--- src/rtl/fh_delay_pkg.sv ---
package fh_delay_pkg;

    typedef enum logic [1:0] {
        FLT_NONE  = 2'd0,
        FLT_SHORT = 2'd1,
        FLT_NEGRX = 2'd2,
        FLT_RANGE = 2'd3
    } fault_e;

endpackage

--- src/rtl/fh_profile_sel.sv ---
module fh_profile_sel #(
    parameter int W       = 24,
    parameter int SEL_KHZ = 3000
) (
    input  logic [W-1:0] bw_khz_i,
    input  logic [W-1:0] pa_dl_i,
    input  logic [W-1:0] pa_ul_i,
    input  logic [W-1:0] pb_dl_i,
    input  logic [W-1:0] pb_ul_i,
    output logic [W-1:0] dl_o,
    output logic [W-1:0] ul_o
);
    localparam logic [W-1:0] SEL_VAL = W'(SEL_KHZ);

    logic use_a;

    always_comb begin
        use_a = (bw_khz_i == SEL_VAL);
        dl_o  = use_a ? pa_dl_i : pb_dl_i;
        ul_o  = use_a ? pa_ul_i : pb_ul_i;
    end
endmodule

--- src/rtl/fh_delay_math.sv ---
module fh_delay_math
    import fh_delay_pkg::*;
#(
    parameter int W = 24
) (
    input  logic [W-1:0] rtt_i,
    input  logic [W-1:0] turn_i,
    input  logic [W-1:0] dl_i,
    input  logic [W-1:0] ul_i,
    output logic [W-1:0] link_o,
    output logic [W-1:0] tx_o,
    output logic [W-1:0] rx_o,
    output fault_e       fault_o
);
    localparam int XW = W + 2;

    logic signed [XW-1:0] diff_s;
    logic signed [XW-1:0] half_s;
    logic signed [XW-1:0] tx_s;
    logic signed [XW-1:0] rx_s;

    always_comb begin
        diff_s = $signed({2'b00, rtt_i}) - $signed({2'b00, turn_i});
        half_s = diff_s >>> 1;
        tx_s   = half_s + $signed({2'b00, dl_i});
        rx_s   = $signed({2'b00, dl_i}) + $signed({2'b00, ul_i})
               - $signed({2'b00, turn_i});
        link_o = half_s[W-1:0];
        tx_o   = tx_s[W-1:0];
        rx_o   = rx_s[W-1:0];
        if (diff_s[XW-1])
            fault_o = FLT_SHORT;
        else if (rx_s[XW-1])
            fault_o = FLT_NEGRX;
        else if ((tx_s[XW-1:W] != 2'b00) || (rx_s[XW-1:W] != 2'b00))
            fault_o = FLT_RANGE;
        else
            fault_o = FLT_NONE;
    end
endmodule

--- src/rtl/fh_delay_calc.sv ---
module fh_delay_calc
    import fh_delay_pkg::*;
#(
    parameter int W       = 24,
    parameter int SEL_KHZ = 3000
) (
    input  logic         clk,
    input  logic         rst_n,
    input  logic         in_valid_i,
    output logic         in_ready_o,
    input  logic [W-1:0] rtt_i,
    input  logic [W-1:0] turn_i,
    input  logic [W-1:0] bw_khz_i,
    input  logic [W-1:0] pa_dl_i,
    input  logic [W-1:0] pa_ul_i,
    input  logic [W-1:0] pb_dl_i,
    input  logic [W-1:0] pb_ul_i,
    output logic [W-1:0] dn_link_o,
    output logic [W-1:0] up_link_o,
    output logic [W-1:0] tx_adv_o,
    output logic [W-1:0] rx_dly_o,
    output logic         done_o,
    output logic         err_o
);
    typedef struct packed {
        logic [W-1:0] dn;
        logic [W-1:0] up;
        logic [W-1:0] tx;
        logic [W-1:0] rx;
        logic         done;
        logic         err;
    } st_t;

    st_t st_d, st_q;

    logic [W-1:0] sel_dl, sel_ul;
    logic [W-1:0] link_v, tx_v, rx_v;
    fault_e       fault_v;
    logic         accept;

    fh_profile_sel #(.W(W), .SEL_KHZ(SEL_KHZ)) u_sel (
        .bw_khz_i (bw_khz_i),
        .pa_dl_i  (pa_dl_i),
        .pa_ul_i  (pa_ul_i),
        .pb_dl_i  (pb_dl_i),
        .pb_ul_i  (pb_ul_i),
        .dl_o     (sel_dl),
        .ul_o     (sel_ul)
    );

    fh_delay_math #(.W(W)) u_math (
        .rtt_i   (rtt_i),
        .turn_i  (turn_i),
        .dl_i    (sel_dl),
        .ul_i    (sel_ul),
        .link_o  (link_v),
        .tx_o    (tx_v),
        .rx_o    (rx_v),
        .fault_o (fault_v)
    );

    assign in_ready_o = 1'b1;
    assign accept     = in_valid_i & in_ready_o;

    always_comb begin
        st_d      = st_q;
        st_d.done = 1'b0;
        if (accept) begin
            st_d.done = 1'b1;
            st_d.err  = (fault_v != FLT_NONE);
            if (fault_v == FLT_NONE) begin
                st_d.dn = link_v;
                st_d.up = link_v;
                st_d.tx = tx_v;
                st_d.rx = rx_v;
            end
        end
    end

    always_ff @(posedge clk or negedge rst_n) begin
        if (!rst_n) st_q <= '0;
        else        st_q <= st_d;
    end

    assign dn_link_o = st_q.dn;
    assign up_link_o = st_q.up;
    assign tx_adv_o  = st_q.tx;
    assign rx_dly_o  = st_q.rx;
    assign done_o    = st_q.done;
    assign err_o     = st_q.err;


    done_follows_accept_chk: assert property (@(posedge clk) disable iff (!rst_n)
        accept |=> done_o);


    done_has_cause_chk: assert property (@(posedge clk) disable iff (!rst_n)
        done_o |-> $past(in_valid_i));


    err_holds_results_chk: assert property (@(posedge clk) disable iff (!rst_n)
        (done_o && err_o) |-> ($stable(dn_link_o) && $stable(up_link_o)
                               && $stable(tx_adv_o) && $stable(rx_dly_o)));


    link_halves_rtt_chk: assert property (@(posedge clk) disable iff (!rst_n)
        (done_o && !err_o) |-> (({1'b0, dn_link_o, 1'b0} + {2'b00, $past(turn_i)}
                                  == {2'b00, $past(rtt_i)}) ||
                                 ({1'b0, dn_link_o, 1'b1} + {2'b00, $past(turn_i)}
                                  == {2'b00, $past(rtt_i)})));


    rx_sum_chk: assert property (@(posedge clk) disable iff (!rst_n)
        (done_o && !err_o) |-> ({2'b00, rx_dly_o} + {2'b00, $past(turn_i)}
                                 == {2'b00, $past(sel_dl)} + {2'b00, $past(sel_ul)}));


    tx_ge_link_chk: assert property (@(posedge clk) disable iff (!rst_n)
        (done_o && !err_o) |-> (tx_adv_o >= dn_link_o));


    idle_stable_chk: assert property (@(posedge clk) disable iff (!rst_n)
        !done_o |-> ($stable(tx_adv_o) && $stable(rx_dly_o)));
endmodule

--- config.mk ---
export PLATFORM = sky130hd
export DESIGN_NAME = fh_delay_calc
export DESIGN_NICKNAME = d
export VERILOG_FILES = /design/src/rtl/fh_delay_pkg.sv /design/src/rtl/fh_profile_sel.sv /design/src/rtl/fh_delay_math.sv /design/src/rtl/fh_delay_calc.sv
export SDC_FILE = /design/constraint.sdc
export NUM_CORES = 1
export LEC_CHECK = 0
export BUFFER_PORTS_ARGS = -buffer_cell sky130_fd_sc_hd__buf_2
export CAP_MARGIN = 20
export CORE_MARGIN = 3
export CORE_UTILIZATION = 48
export CTS_CLUSTER_SIZE = 14
export DETAILED_ROUTE_END_ITERATION = 8
export PLACE_DENSITY = 0.8
export SYNTH_ARGS = -nofsm -noshare
export SYNTH_HDL_FRONTEND = slang
export SYNTH_SLANG_ARGS = --single-unit
export TNS_END_PERCENT = 1
--- constraint.sdc ---
create_clock -name clk -period 0.8 [get_ports clk]
set_input_delay 0.08 -clock clk [delete_from_list [all_inputs] [get_ports clk]]
set_output_delay 0.08 -clock clk [all_outputs]
set_load 0.01 [all_outputs]
# Word-level counts from Yosys, hierarchy flattened
# Index checks and enable logic that the tools add are counted.
[word_totals] out_inout_bits=99 reg_bits=74
[classes] muxes=6 n_addsub=4 eq_ne=1 reduce_logical=6
[ops] cell="$mux 24" n=2
[ops] cell="$add 24x25->26" n=1
[ops] cell="$sub 26x25->26" n=1
[ops] cell="$add 24x24->25" n=1
[ops] cell="$sub 24x24->25" n=1
[ops] cell="$eq 24x12->1 const B" n=1
[ops] cell="$mux 2" n=4
[ops] cell="$reduce_bool 2->1" n=3
[ops] cell="$logic_not 2->1" n=1
[ops] cell="$reduce_and 2->1" n=1
[ops] cell="$logic_or 1x1->1" n=1

# Logic depth before layout (Yosys ltp)
[logic_depth] depth_word=11 ltp_mapped=32 depth_no_buf=28

# Cells and area by module
# Synthesis repeated with hierarchy kept, for this count alone.
[unflattened] cells_unflattened=864 hier_area_um2=8343.0
[modules_own_cells] mod="fh_delay_math" cells_each=618 n_inst=1 area_per_inst_um2=4365.4
[modules_own_cells] mod="fh_delay_calc" cells_each=183 n_inst=1 area_per_inst_um2=3284.4
[modules_own_cells] mod="fh_profile_sel" cells_each=63 n_inst=1 area_per_inst_um2=693.2

# Least setup slack after synthesis
# No wires, ideal clock.
[synth_timing] path_type="input port to flip-flop" start="in bw_khz_i[10]" end="reg st_q (netlist bit tx_adv_o[3])" t_arrival_ps=6563 setup_time_ps=127 setup_slack_ps=-5890 path_stages=29 t_required_ps=673 cell_sequence="nand4b_4 > or4b_4 > nor2_8 > buf_1 > clkbuf_1 > mux2_2 > ha_1 > a21o_1 > a21oi_1 > a21oi_1 > a2111oi_0 > nor4_1 > nor3_1 > o21ai_0 > a21o_1 > a21oi_1 > xnor2_1 > ha_1 > and4_1 > nand2_1 > a211oi_1 > nor2_1 > a2111oi_0 > nand3_1 > nand3_1 > and4_1 > buf_6 > buf_12 > mux2_1"
[synth_between] elab_chain_len=11 elab_cells_between_ends=14
[synth_lines] element="from (decl)" line="fh_delay_calc.sv:13" text="input logic [W-1:0] bw_khz_i,"
[synth_lines] element="$eq 24x12->1 *" line="fh_profile_sel.sv:18" text="use_a = (bw_khz_i == SEL_VAL);"
[synth_lines] element="$mux 24, on equally long branches" line="fh_profile_sel.sv:19, fh_profile_sel.sv:20"
[synth_lines] element="$add 24x24->25" line="fh_delay_math.sv:26" text="rx_s = $signed({2'b00, dl_i}) + $signed({2'b00, ul_i})"
[synth_lines] element="$sub 26x25->26" line="fh_delay_math.sv:27" text="- $signed({2'b00, turn_i});"
[synth_lines] element="$reduce_bool 2->1" line="fh_delay_math.sv:35" text="else if ((tx_s[XW-1:W] != 2'b00) || (rx_s[XW-1:W] != 2'b00))"
[synth_lines] element="$logic_or 1x1->1" line="fh_delay_math.sv:35"
[synth_lines] element="$mux 2" line="fh_delay_math.sv:35"
[synth_lines] element="$mux 2" line="fh_delay_math.sv:33" text="else if (rx_s[XW-1])"
[synth_lines] element="$mux 2" line="fh_delay_math.sv:31" text="if (diff_s[XW-1])"
[synth_lines] element="$logic_not 2->1" line="fh_delay_calc.sv:71" text="if (fault_v == FLT_NONE) begin"
[synth_lines] element="$reduce_and 2->1 (no line)"
[synth_lines] element="to (signal assigned)" line="fh_delay_calc.sv:82" text="else st_q <= st_d;"
[synth_lines] element="to (decl)" line="fh_delay_calc.sv:34" text="st_t st_d, st_q;"
# Every way passes the cells marked *; elsewhere a longest branch is shown, timed or not.
# A chain may end at the register's enable or synchronous reset.

# Worst setup path in the final report
[layout_timing] start="in bw_khz_i[10]" end="reg st_q (netlist bit up_link_o[19])"
[layout_between] elab_chain_len=11 elab_cells_between_ends=14
[layout_lines] element="$eq 24x12->1 *" line="fh_profile_sel.sv:18"
[layout_lines] element="$mux 24, on equally long branches" line="fh_profile_sel.sv:19, fh_profile_sel.sv:20"
[layout_lines] element="$add 24x24->25" line="fh_delay_math.sv:26"
[layout_lines] element="$sub 26x25->26" line="fh_delay_math.sv:27"
[layout_lines] element="$reduce_bool 2->1" line="fh_delay_math.sv:35"
[layout_lines] element="$logic_or 1x1->1" line="fh_delay_math.sv:35"
[layout_lines] element="$mux 2" line="fh_delay_math.sv:35"
[layout_lines] element="$mux 2 *" line="fh_delay_math.sv:33"
[layout_lines] element="$mux 2 *" line="fh_delay_math.sv:31"
[layout_lines] element="$logic_not 2->1 *" line="fh_delay_calc.sv:71"
[layout_lines] element="$reduce_and 2->1 (no line) *"
# Marked as above.

==> impl_metrics.tcl <==
set metrics [dict create \
    hold_path.class "input port to flip-flop" \
    final_cell_count_no_fill 1706 \
    gp_congestion 1.03 \
    numCtsBuffers 9 \
    pin_count 270 \
    rsz0062_at_grt "yes" \
    first_global_vias 9296 \
    htreeDepth 3 \
    track_usage 0.311 \
    root_buffer "clkbuf_16" \
    max-slew-margin-rel 0.654 \
    routed.top_layer "met4" \
    worst-setup-path-type "input port to flip-flop" \
    syn2layout_area_growth_pct 55.1 \
    post-route-period-util 7.41 \
    antenna_found_initial 2 \
    dr.pass1.iters 5 \
    place_area_um2 12400 \
    worst_slack_ns -5.13 \
    maxSlewViolCount 0 \
    fmax_ghz 0.169 \
    hold_viol_final 0 \
    violations "setup timing" \
    status "finished with violations" \
    finalWirelength_um 31900 \
    syn_area_um2 8540 \
    synth_edf_count 0 \
    dieArea_um2 19400 \
    cts_sinks 74 \
    syn_nets 1157 \
    final_common_cell "buf_4" \
    overflow 0 \
    synth_cells 889 \
    leakagePower_nw 6.93 \
    synth_top_flop_cell "dfrtp_1" \
    die_h_um 139 \
    fin_crit_ns 5.93 \
    die_x_um 139 \
    layout-drive-gt1-share 0.533 \
    dpl.hpwl_um 24300 \
    grt_max_degree 75 \
    setup-violations-final 171 \
    initial_core_util 0.492 \
    clkTransAtPathRegs_ns 0.07 \
    ys_seq_elements 74 \
    clockBufferDepth 2 \
    final.setup.tns_ns -389.82 \
    post_synth_num_cell_types 79 \
    avgViaCountPerCell 5.46 \
    ys_async_sr_fraction 1.00 \
    drt_first_iter_violations 721 \
    critical_path.max_fanout 9 \
    grt_pass1_wl_um 48500 \
    fin_nets 1742 \
    synth-seq-area-share 0.217 \
    rr_startpoint "up_link_o[21]$_DFFE_PN0P_" \
    cp-startpoint "bw_khz_i[10]" \
    final_cell_mix "321 x buf_4, 247 x buf_2, 89 x ha_1, 74 x dfrtp_1, 66 x mux2_4" \
    yosys_warnings 0 \
    hp-start "in_valid_i" \
    rows 48 \
    maxCapViolCount 0 \
    drc_errors 0 \
    yosysTopAreaCellShare 0.217 \
    cts_tree "yes" \
    start_kind "input port" \
    skew_ns 0 \
    routed-wl-met3_um 1780 \
    cellPowerDensity_nw_per_um2 2320 \
    clk_latency_ns 0.34 \
    wl_met2_um 15500 \
    port_buffers 268 \
    ir_drop_v 0.00175 \
    endpoint_kind "flip-flop" \
    ant_nets 0 \
    synth_top_cell_by_area "dfrtp_1" \
    required_ns 1.03 \
    crit_arrival_ns 6.16 \
    worst_slew_pin_slew_ns 0.514 \
    synth_area_leaders "dfrtp_1 22%, ha_1 14%, mux2_4 11%, mux2_2 6.3%, xnor2_1 6.2%" \
    core_um2 17400 \
    whs_ns 0.00732 \
    dp_cells 1667 \
    dr_total_vias 9309 \
    wl_met1_um 13700 \
    finalPower_w 0.0308 \
    wire_per_inst_um 18.7 \
    syn_avg_cell_area_um2 9.61 \
    fin_area_um2 13300 \
]
==> worst paths after layout <==
path / slack [ns] / cells after the start / to
setup / recovery: -5.13 / 28 / up_link_o[19]$_DFFE_PN0P_
hold / removal: 0.007 / 2 / done_o$_DFF_PN0_
setup reg to reg: -0.02 / 1 / up_link_o[21]$_DFFE_PN0P_
hold reg to reg: 0.50 / 1 / rx_dly_o[20]$_DFFE_PN0P_
max in group asynchronous: 0.16 / 3 / tx_adv_o[7]$_DFFE_PN0P_
min in group asynchronous: 0.30 / 3 / tx_adv_o[19]$_DFFE_PN0P_
==> layer usage <==
layer	track usage	vias up
met3	0.0347	69
met1	0.410	4450
met4	0.102	0
met2	0.533	369
li1	-	4421
met5	0	-
==> stage by stage <==
step / setup WS (ns) / utilization
finish: -5.13 / 0.763
global route: -5.33 / 0.763
CTS: -4.98 / 0.758
detailed placement: -5.65 / 0.713
global placement: -5.50 / 0.713
floorplan: -5.20 / -
==> cell usage after synthesis (4+ instances only) <==
master / instances
a211oi_1: 8
buf_12: 7
nand3_1: 16
a21o_1: 42
nor4_1: 7
a21oi_1: 70
o21a_1: 13
mux2i_1: 7
fa_1: 4
clkbuf_1: 6
nor2_1: 49
a31oi_1: 10
o211ai_1: 4
nand2_1: 36
and4_1: 5
xnor2_1: 60
nor2b_1: 15
o31ai_1: 6
inv_1: 51
xor2_1: 25
dfrtp_1: 74
nor3_1: 11
a211o_1: 5
o21bai_1: 6
ha_1: 93
o21ai_0: 38
buf_4: 25
mux2_2: 48
mux2_4: 60
nand4_1: 8
and3_1: 6
nand2b_1: 12
==> sequential cells by signal (all words and copies together), names as in the netlist <==
signal,cells
up_link_o,24
tx_adv_o,24
rx_dly_o,24
done_o,1
err_o,1
==> cell families (layout without fill, tap and decap cells) <==
| kind of cell | Yosys count | after routing | share of synthesized area |
|---|---|---|---|
| compound gates | 237 | 237 | 0.189 |
| xor+xnor | 85 | 85 | 0.0871 |
| fa+ha+maj | 97 | 97 | 0.146 |
| buf+inv | 93 | 682 | 0.0661 |
| flops | 74 | 74 | 0.217 |
| mux | 118 | 118 | 0.181 |
| other cells | 1 | 3 | 0.000439 |
| simple gates | 184 | 185 | 0.114 |
==> worst max-delay path, stage by stage <==
cell and delay (ns):
buf_2 0.09, nand4b_4 0.16, or4b_4 0.62, nor2_8 0.19
mux2_2 0.37, ha_1 0.27, a21o_1 0.13, a21oi_2 0.08
a21oi_1 0.21, a2111oi_2 0.06, buf_4 0.17, nor4_2 0.43
buf_4 0.18, o31ai_1 0.08, a31oi_1 0.25, nor4_1 0.08
buf_4 0.14, o41ai_1 0.41, a21oi_1 0.15, xnor2_1 0.19
ha_1 0.29, a21o_1 0.18, or3_1 0.37, nand3_2 0.09
and4_4 0.26, buf_12 0.16, buf_16 0.16, mux2_4 0.31
==> timing repair <==
action / 4_1_cts / 5_1_grt
setup buffers: 10 / 3
endpoints found under the hold margin: 74 / 0
hold buffers: 1 / 0
setup endpoints to repair: 171 / 171
resized for setup: 58 / 9
gates cloned: 6 / 1
pin swaps: 13 / 16
==> where the power goes <==
part           internal [W]  total (W)  switching, W  leakage [nW]
clock network       0.00219    0.00404       0.00185         0.131
logic                0.0112     0.0200       0.00880          5.91
registers           0.00553    0.00672       0.00118         0.892
total                0.0189     0.0308        0.0118          6.93
==> area by class of cell <==
cell class	instances	area, µm²
clock buffer	10	239
multi-input combinational	723	6310
sequential	74	1850
tap	225	282
fill	1190	4110
inverter	51	191
antenna	2	5.00
timing repair buffer	615	4330
clock inverter	6	41.3
Power figures use the tool's default switching activity.
